**src/rtl/irqc_pkg.sv**
```systemverilog
package irqc_pkg;
  localparam int ADDR_W = 4;

  localparam logic [ADDR_W-1:0] ADR_VEC  = 4'd0;
  localparam logic [ADDR_W-1:0] ADR_LAST = 4'd1;
  localparam logic [ADDR_W-1:0] ADR_MASK = 4'd2;
  localparam logic [ADDR_W-1:0] ADR_CORE = 4'd3;
  localparam logic [ADDR_W-1:0] ADR_EN   = 4'd8;
  localparam logic [ADDR_W-1:0] ADR_DIS  = 4'd9;
  localparam logic [ADDR_W-1:0] ADR_CLR  = 4'd10;
  localparam logic [ADDR_W-1:0] ADR_EOI  = 4'd11;

  typedef enum logic [1:0] {
    RD_NONE,
    RD_VEC,
    RD_LAST,
    RD_MASK
  } rdSel_e;

  typedef struct packed {
    logic   enMask;
    logic   disMask;
    logic   clrPend;
    logic   eoi;
    logic   vecAck;
    rdSel_e rdSel;
  } strobe_t;
endpackage

```
**src/rtl/irqc_lowest_finder.sv**
```systemverilog
module irqc_lowest_finder #(
  parameter int NUM_SRC = 32,
  localparam int IDX_W = $clog2(NUM_SRC)
) (
  input  logic [NUM_SRC-1:0] vecIn,
  output logic               found,
  output logic [IDX_W-1:0]   idx
);
  // Scan downward so the lowest set bit is written last.
  always_comb begin
    found = |vecIn;
    idx   = '0;
    for (int i = NUM_SRC - 1; i >= 0; i--) begin
      if (vecIn[i]) idx = IDX_W'(i);
    end
  end
endmodule

```
**src/rtl/irqc_ctrl.sv**
```systemverilog
module irqc_ctrl
  import irqc_pkg::*;
(
  input  logic              clk,
  input  logic              rstN,
  input  logic              busSel,
  input  logic              busWr,
  input  logic [ADDR_W-1:0] busAddr,
  output strobe_t           stb
);
  logic wrReq;
  logic rdReq;

  assign wrReq = busSel && busWr;
  assign rdReq = busSel && !busWr;

  always_comb begin
    stb = '{enMask: 1'b0, disMask: 1'b0, clrPend: 1'b0, eoi: 1'b0,
            vecAck: 1'b0, rdSel: RD_NONE};
    if (wrReq) begin
      case (busAddr)
        ADR_EN:  stb.enMask  = 1'b1;
        ADR_DIS: stb.disMask = 1'b1;
        ADR_CLR: stb.clrPend = 1'b1;
        ADR_EOI: stb.eoi     = 1'b1;
        default: ;
      endcase
    end else if (rdReq) begin
      case (busAddr)
        ADR_VEC: begin
          stb.vecAck = 1'b1;
          stb.rdSel  = RD_VEC;
        end
        ADR_LAST: stb.rdSel = RD_LAST;
        ADR_MASK: stb.rdSel = RD_MASK;
        ADR_CORE: stb.rdSel = RD_MASK;
        default:  stb.rdSel = RD_NONE;
      endcase
    end
  end

  // At most one command strobe per cycle
  AST_ONE_COMMAND: assert property (@(posedge clk) disable iff (!rstN)
    $onehot0({stb.enMask, stb.disMask, stb.clrPend, stb.eoi, stb.vecAck}));

  // Writes never acknowledge a vector
  AST_WRITE_NO_ACK: assert property (@(posedge clk) disable iff (!rstN)
    (busSel && busWr) |-> !stb.vecAck);
endmodule

```
**src/rtl/irqc_datapath.sv**
```systemverilog
module irqc_datapath
  import irqc_pkg::*;
#(
  parameter int NUM_SRC = 32,
  localparam int IDX_W = $clog2(NUM_SRC)
) (
  input  logic               clk,
  input  logic               rstN,
  input  strobe_t            stb,
  input  logic [NUM_SRC-1:0] wdata,
  input  logic [NUM_SRC-1:0] srcSet,
  output logic [NUM_SRC-1:0] rdata,
  output logic               fastReqN,
  output logic               normReqN
);
  localparam logic [NUM_SRC-1:0] ONE = {{(NUM_SRC-1){1'b0}}, 1'b1};

  logic [NUM_SRC-1:0] pend;
  logic [NUM_SRC-1:0] mask;
  logic [IDX_W-1:0]   lastVec;
  logic [NUM_SRC-1:0] active;
  logic               vecFound;
  logic [IDX_W-1:0]   vecIdx;
  logic [IDX_W-1:0]   vecOut;
  logic [NUM_SRC-1:0] ackOneHot;
  logic [NUM_SRC-1:0] swClear;

  irqc_lowest_finder #(.NUM_SRC(NUM_SRC)) uFinder (
    .vecIn(pend),
    .found(vecFound),
    .idx  (vecIdx)
  );

  assign vecOut    = vecFound ? vecIdx : '0;
  assign ackOneHot = (stb.vecAck && vecFound) ? (ONE << vecIdx) : '0;
  assign swClear   = ((stb.clrPend || stb.eoi) ? wdata : '0) | ackOneHot;

  // Pending: a set pulse beats any clear in the same cycle
  always_ff @(posedge clk) begin
    if (!rstN) pend <= '0;
    else       pend <= (pend & ~swClear) | srcSet;
  end

  always_ff @(posedge clk) begin
    if (!rstN)            mask <= '0;
    else if (stb.enMask)  mask <= mask | wdata;
    else if (stb.disMask) mask <= mask & ~wdata;
  end

  always_ff @(posedge clk) begin
    if (!rstN)           lastVec <= '0;
    else if (stb.vecAck) lastVec <= vecOut;
  end

  always_ff @(posedge clk) begin
    if (!rstN) rdata <= '0;
    else begin
      case (stb.rdSel)
        RD_VEC:  rdata <= NUM_SRC'(vecOut);
        RD_LAST: rdata <= NUM_SRC'(lastVec);
        RD_MASK: rdata <= mask;
        default: rdata <= '0;
      endcase
    end
  end

  assign active   = pend & mask;
  assign fastReqN = ~active[0];
  assign normReqN = ~(|active[NUM_SRC-1:1]);

  AST_SET_STICKS: assert property (@(posedge clk) disable iff (!rstN)
    (|srcSet) |=> ((pend & $past(srcSet)) == $past(srcSet)));

  AST_EN_SETS_MASK: assert property (@(posedge clk) disable iff (!rstN)
    stb.enMask |=> ((mask & $past(wdata)) == $past(wdata)));

  AST_DIS_CLEARS_MASK: assert property (@(posedge clk) disable iff (!rstN)
    stb.disMask |=> ((mask & $past(wdata)) == '0));

  AST_CLR_DROPS_PEND: assert property (@(posedge clk) disable iff (!rstN)
    stb.clrPend |=> ((pend & $past(wdata) & ~$past(srcSet)) == '0));

  AST_EOI_DROPS_PEND: assert property (@(posedge clk) disable iff (!rstN)
    stb.eoi |=> ((pend & $past(wdata) & ~$past(srcSet)) == '0));

  AST_ACK_CLEARS_BIT: assert property (@(posedge clk) disable iff (!rstN)
    (stb.vecAck && vecFound) |=> ((pend & $past(ackOneHot) & ~$past(srcSet)) == '0));

  AST_EMPTY_KEEPS_PEND: assert property (@(posedge clk) disable iff (!rstN)
    (stb.vecAck && !vecFound) |=> (pend == $past(srcSet)));

  AST_LAST_VEC_HELD: assert property (@(posedge clk) disable iff (!rstN)
    stb.vecAck |=> (lastVec == $past(vecIdx)));

  AST_MASK_STABLE: assert property (@(posedge clk) disable iff (!rstN)
    !(stb.enMask || stb.disMask) |=> $stable(mask));
endmodule

```
**src/rtl/irq_vector_ctrl.sv**
```systemverilog
module irq_vector_ctrl
  import irqc_pkg::*;
#(
  parameter int NUM_SRC = 32
) (
  input  logic               clk,
  input  logic               rstN,
  input  logic [NUM_SRC-1:0] srcSet,
  input  logic               busSel,
  input  logic               busWr,
  input  logic [ADDR_W-1:0]  busAddr,
  input  logic [NUM_SRC-1:0] busWdata,
  output logic [NUM_SRC-1:0] busRdata,
  output logic               fastIrqN,
  output logic               normIrqN
);
  strobe_t stb;

  irqc_ctrl uCtrl (
    .clk    (clk),
    .rstN   (rstN),
    .busSel (busSel),
    .busWr  (busWr),
    .busAddr(busAddr),
    .stb    (stb)
  );

  irqc_datapath #(.NUM_SRC(NUM_SRC)) uData (
    .clk     (clk),
    .rstN    (rstN),
    .stb     (stb),
    .wdata   (busWdata),
    .srcSet  (srcSet),
    .rdata   (busRdata),
    .fastReqN(fastIrqN),
    .normReqN(normIrqN)
  );

  // A read answers one cycle later; idle cycles return zero
  AST_IDLE_READ_ZERO: assert property (@(posedge clk) disable iff (!rstN)
    !busSel |=> (busRdata == '0));
endmodule

```
**config.mk**
```make
export PLATFORM = sky130hd
export DESIGN_NAME = irq_vector_ctrl
export DESIGN_NICKNAME = d
export VERILOG_FILES = /design/src/rtl/irqc_pkg.sv /design/src/rtl/irqc_lowest_finder.sv /design/src/rtl/irqc_ctrl.sv /design/src/rtl/irqc_datapath.sv /design/src/rtl/irq_vector_ctrl.sv
export SDC_FILE = /design/constraint.sdc
export NUM_CORES = 1
export LEC_CHECK = 0
export CAP_MARGIN = 30
export CORE_MARGIN = 5
export CORE_UTILIZATION = 40
export CTS_BUF_LIST = sky130_fd_sc_hd__clkbuf_4 sky130_fd_sc_hd__clkbuf_8
export CTS_CLUSTER_SIZE = 30
export DETAILED_ROUTE_END_ITERATION = 12
export GPL_TIMING_DRIVEN = 0
export PLACE_DENSITY_LB_ADDON = 0.25
export SLEW_MARGIN = 20
export SYNTH_ARGS = -nofsm -noshare
export SYNTH_HDL_FRONTEND = slang
export SYNTH_SLANG_ARGS = --single-unit
```
**constraint.sdc**
```tcl
create_clock -name clk -period 3.53 [get_ports clk]
set_input_delay 0.353 -clock clk [delete_from_list [all_inputs] [get_ports clk]]
set_output_delay 0.353 -clock clk [all_outputs]
set_load 0.03 [all_outputs]
```
Word-level counts from Yosys, hierarchy flattened
Index checks and enable logic that the tools add are counted.
- bits of input ports: 72
- output and inout port bits: 34
- logic and storage cells: 82
- bits in registers: 101
- equality and inequality tests: 10
- shift operators: 1
- muxes and demuxes: 47
- bitwise operators: 10
- reductions and logical operators: 10
- operators by type and width (kind ; count):
    $mux 5 ; 33
    $mux 32 ; 4
    $and 32x32->32 ; 3
    $or 32x32->32 ; 3
    $pmux 32 s3 ; 1
    $not 32->32 ; 2
    $reduce_or 32->1 ; 1
    $shl 1x5->32 const A ; 1
    $reduce_or 31->1 ; 1
    $eq 4x4->1 const B ; 4
    $eq 4x2->1 const B ; 2
    $mux 3 ; 2
    $pmux 2 s3 ; 1
    $mux 1 ; 5
    $eq 2x2->1 const B ; 2
    $eq 4x1->1 const B ; 1
    $logic_not 4->1 ; 1
    $mux 4 ; 1
    $logic_and 1x1->1 ; 3
    $eq 2x1->1 const B ; 1
    $not 1->1 ; 2
    $reduce_bool 2->1 ; 1
    $reduce_or 2->1 ; 1
    $logic_not 1->1 ; 1
    $logic_or 1x1->1 ; 1

Depth between registers and ports, before layout
- word-level depth: 38
- mapped depth: 8
- mapped depth without buffers: 6

Modules after synthesis
Synthesis repeated with hierarchy kept, for this count alone.
- cells, all modules: 535
- area total of the unflattened synthesis: 4508.1 um^2
- modules (own cells, without submodules) (module ; instances ; cells each ; seq. area each (um^2) ; area an instance (um^2)):
    irqc_datapath ; 1 ; 458 ; 2021.9 ; 4045.1
    irqc_lowest_finder ; 1 ; 65 ; 0.0 ; 385.4
    irqc_ctrl ; 1 ; 12 ; 0.0 ; 77.6

Worst setup path after synthesis
No wires, ideal clock.
- path kind: input port to flip-flop
- start point: input port busWr
- end point: register uData.pend[11]
- path buffers: 1
- library setup time: 0.134 ns
- data required time: 3.396 ns
- cell stages on the path: 7
- setup slack: 1.530 ns
- arrival: 1.866 ns
- cells stage by stage: or4b_1 > or3_4 > buf_6 > nor2_2 > nand2_2 > nor3_1 > a211oi_2
- word-level cells in the longest chain between the ends: 10
- elaborated cells between the ends (all ways): 14
- those cells by class: mux (5); bitwise (4); reduce/logical (5)
- ends and longest elaborated chain (element ; line ; text):
    start: declaration ; irq_vector_ctrl.sv:10 ; input logic busWr,
    $logic_not 1->1 ; irqc_ctrl.sv:15 ; assign rdReq = busSel && !busWr;
    $logic_and 1x1->1 ; irqc_ctrl.sv:15 ;
    $mux 3 ; irqc_ctrl.sv:28 ; end else if (rdReq) begin
    $mux 3 ; irqc_ctrl.sv:20 ; if (wrReq) begin
    $logic_and 1x1->1 ; irqc_datapath.sv:35 ; assign ackOneHot = (stb.vecAck && vecFound) ? (ONE << vecIdx) : '0;
    $mux 32 ; irqc_datapath.sv:35 ;
    $or 32x32->32 * ; irqc_datapath.sv:36 ; assign swClear = ((stb.clrPend || stb.eoi) ? wdata : '0) | ackOneHot;
    $not 32->32 * ; irqc_datapath.sv:41 ; else pend <= (pend & ~swClear) | srcSet;
    $and 32x32->32 * ; irqc_datapath.sv:41 ;
    $or 32x32->32 * ; irqc_datapath.sv:41 ;
    end signal: assignment ; irqc_datapath.sv:41 ;
    end: declaration ; irqc_datapath.sv:18 ; logic [NUM_SRC-1:0] pend;
Mark *: on every way between the ends. The rest lies on a longest branch, timed or not.
A chain may end at the register's enable or synchronous reset.

Worst setup path in the final report
- start point: register uData.pend[31]
- end point: output port normIrqN
- word-level cells in the longest chain between the ends: 3
- ends and longest elaborated chain (element ; line ; text):
    $and 32x32->32 ; irqc_datapath.sv:67 ; assign active = pend & mask;
    $reduce_or 31->1 ; irqc_datapath.sv:69 ; assign normReqN = ~(|active[NUM_SRC-1:1]);
    $not 1->1 ; irqc_datapath.sv:69 ;
    end: declaration ; irq_vector_ctrl.sv:15 ; output logic normIrqN
Every way passes these cells.

==> flow_summary_export.csv <==
group,metric,value,unit
outcome,status,"complete, no violations",
timing,grt_setup_unrepaired,"no",
power,p_per_area,396,nW/um2
worst_hold_path,hold_start,"uData.lastVec[1]",
setup_path,startpoint,"uData.pend[31]",
placed_design,gp_congestion,0.947,
timing,fin_crit,2.88,ns
timing,drv_slew,0,
die,initial_core_util,0.410,
clocking,cts_max_level,3,
setup_path,critical_path_class,"register to output port",
logic_synthesis,netlist_top_cells_count,"101 x dfxtp_1, 80 x a21oi_1, 48 x nand2_1",
die,fp.dieH,115,um
routing,drt-total-wl,16.2,mm
logic_synthesis,synthAdderAreaFrac,0,
setup_path,startpoint_type,"register",
clocking,postCtsResizedCells,0,
logic_synthesis,yosysTopAreaCellShare,0.455,
setup_path,crit_path_max_fanout,5,
clocking,cts_buffers,9,
global_routing,grt_start_max_net_pins,19,
final_layout,design_area,5850,um2
timing,setup_violations,0,
final_layout,area_delta_synth_final,31.6,%
routing,dr.pass1.iters,7,
placed_design,portBuffers,104,
worst_hold_path,hold_path_end,"uData.lastVec[1]",
logic_synthesis,async_flop_share,0,
final_layout,fin_util,0.539,
logic_synthesis,yosysSeqAreaShare,0.455,
setup_path,cp-end-kind,"output port",
timing,tightest_slew,0.979,ns
routing,met2_length,7.37,mm
global_routing,grt_pass1_vias,4436,
routing,ant_nets,0,
logic_synthesis,synthSimpleGateAreaFrac,0.200,
logic_synthesis,synth_edf_count,0,
timing,hold_violations,0,
setup_path,critical_path_arrival,2.53,ns
placed_design,hpwl,12.6,mm
final_layout,drive_gt1_frac,0.0773,
logic_synthesis,synth_most_common_cell,"dfxtp_1",
clocking,numClockSinks,101,
clocking,clk_pin_slew,0.11,ns
clocking,cts_tree,"built",
global_routing,grt_overflow,0,
die,ios,106,
clocking,cts.path.max_buffers,2,
logic_synthesis,synth_compound_area_frac,0.300,
logic_synthesis,yosys.area.top_type,"dfxtp_1",
power,leakage,0.00207,uW
timing,min_period_over_period,0.817,
placed_design,place_area,5660,um2
setup_path,worst_r2r_path_depth,6,
routing,drc,0,
logic_synthesis,synthDistinctLibCells,56,
global_routing,grt_usage,0.245,
clocking,cts_setup_buffers,0,
setup_path,rrSetupSlack,0.97,ns
setup_path,r2r_end,"uData.pend[20]",
setup_path,reg2reg_from,"uData.pend[23]",
routing,viasPerCell,5.91,
timing,fmax,0.347,GHz
logic_synthesis,yosys-top-cells-area,"dfxtp_1 46%, a21oi_1 9.0%, a311oi_1 8.1%",
logic_synthesis,synth_top_family_by_area,"compound AO/OA/AOI/OAI gates",
clocking,cts-root-buf,"clkbuf_8",
die,dieArea,13300,um2
clocking,cts_hold_buf,0,
worst_hold_path,hold_depth,2,
routing,met1_length,7.25,mm
logic_synthesis,postSynthCellCount,501,
final_layout,nets,688,
logic_synthesis,synth.net_count,573,
routing,wl_per_cell,21.3,um
timing,slew_headroom,0.345,
setup_path,required,3.18,ns
clocking,clock_latency,0.38,ns
routing,top_layer,"met4",
timing,fin_worst_skew,0.0127,ns
power,irDropWorstVdd,0.000254,V
die,die_w,115,um
logic_synthesis,yosys_register_bits,101,
logic_synthesis,syn_avg_cell_area,8.87,um2
timing,setup_tns,0,ns
die,core-area,10800,um2
logic_synthesis,synthMuxAreaShare,0,
routing,dr.first_iter.drc_count,401,
logic_synthesis,syn-cell-area,4440,um2
flow_run,drv_cap,0,
die,num_rows,38,
logic_synthesis,synthXorXnorAreaFrac,0,
worst_hold_path,min_path_type,"register to register",
logic_synthesis,synth_ff_type,"dfxtp_1",
global_routing,grt_pass1_wl,24.9,mm
final_layout,insertedDiodeCount,0,
routing,routed-via-count,4500,
routing,route.met3.wl,1.30,mm
logic_synthesis,yosys_warnings,0,
global_routing,grt_antenna_before_repair,0,
-- power by group --
part           internal, uW  switching, uW  total [uW]  leakage [uW]
clock network           279            453         731     0.0000939
logic                   155            189         343       0.00115
registers              1170           64.7        1240      0.000825
-- layout make-up --
class,count,area [um2]
Fill cell,1055,4990
Multi-Input combinational cell,351,2220
Sequential cell,101,2020
Timing Repair Buffer,104,1040
Tap cell,140,175
Clock buffer,10,131
Buffer,30,128
Inverter,19,71.3
Clock inverter,6,56.3
-- logic make-up (layout without fill, tap and decap cells) --
logic type,Yosys count,in the layout
DFF,101,101
AOI/OAI and AO/OA,184,184
buffers and inverters,49,169
and+or+nand+nor,167,167
-- through the flow --
step           setup WS, ns  hold WS [ns]  total power [uW]  instances
6_report              0.646         0.460              2310        761
5_1_grt               0.501         0.485              2390        761
4_1_cts               0.636         0.464              2310        761
3_5_place_dp          0.636         0.448              1600        745
3_3_place_gp          0.726         0.442              1600        745
2_1_floorplan          1.53         0.436              1410        501
-- layout by cell type (no fill, tap or decap), types with 2 or more instances in the layout --
cell type / Yosys / routed
clkbuf_8: 0 / 9
a211oi_1: 7 / 7
nor2b_1: 4 / 4
o211ai_2: 2 / 2
and3_1: 29 / 29
nor3_4: 2 / 2
dfxtp_1: 101 / 101
o21ai_1: 4 / 4
clkbuf_1: 28 / 28
inv_8: 0 / 2
inv_1: 18 / 18
nand2_2: 2 / 2
nor2_1: 28 / 28
nand2b_1: 4 / 4
clkinv_4: 0 / 3
or3_2: 2 / 2
a22o_1: 5 / 5
nor3_1: 8 / 8
buf_6: 2 / 2
nor3b_1: 3 / 3
clkdlybuf4s50_1: 0 / 104
nand2_1: 48 / 48
a311oi_2: 4 / 4
a31oi_1: 2 / 2
a211oi_2: 3 / 3
nor4_1: 10 / 10
a22oi_1: 11 / 11
o31ai_1: 3 / 3
a21oi_1: 80 / 80
nand3_1: 10 / 10
a221oi_2: 2 / 2
a221oi_1: 4 / 4
nand4_1: 2 / 2
nor2_2: 4 / 4
a311oi_1: 41 / 41
o21ai_0: 4 / 4
-- how the worst max path moves through the flow --
stage                          end
finish                    normIrqN
global route              normIrqN
CTS                       normIrqN
detailed placement        register
global placement          register
floorplan           uData.pend[11]
-- metal layers --
metal  GRT usage  up-vias
met5           0        -
met4      0.0673        0
met3      0.0368       27
met2       0.391      219
met1       0.347     2118
li1            -     2136
-- worst max-delay path: stages (launching register included) --
cell	delay [ns]
dfxtp_1	0.38
a22o_1	0.27
a221oi_1	0.31
nand4_1	0.17
nor3_1	0.30
clkdlybuf4s50_1	0.73
No activity file was read; power rests on OpenSTA's default activity.
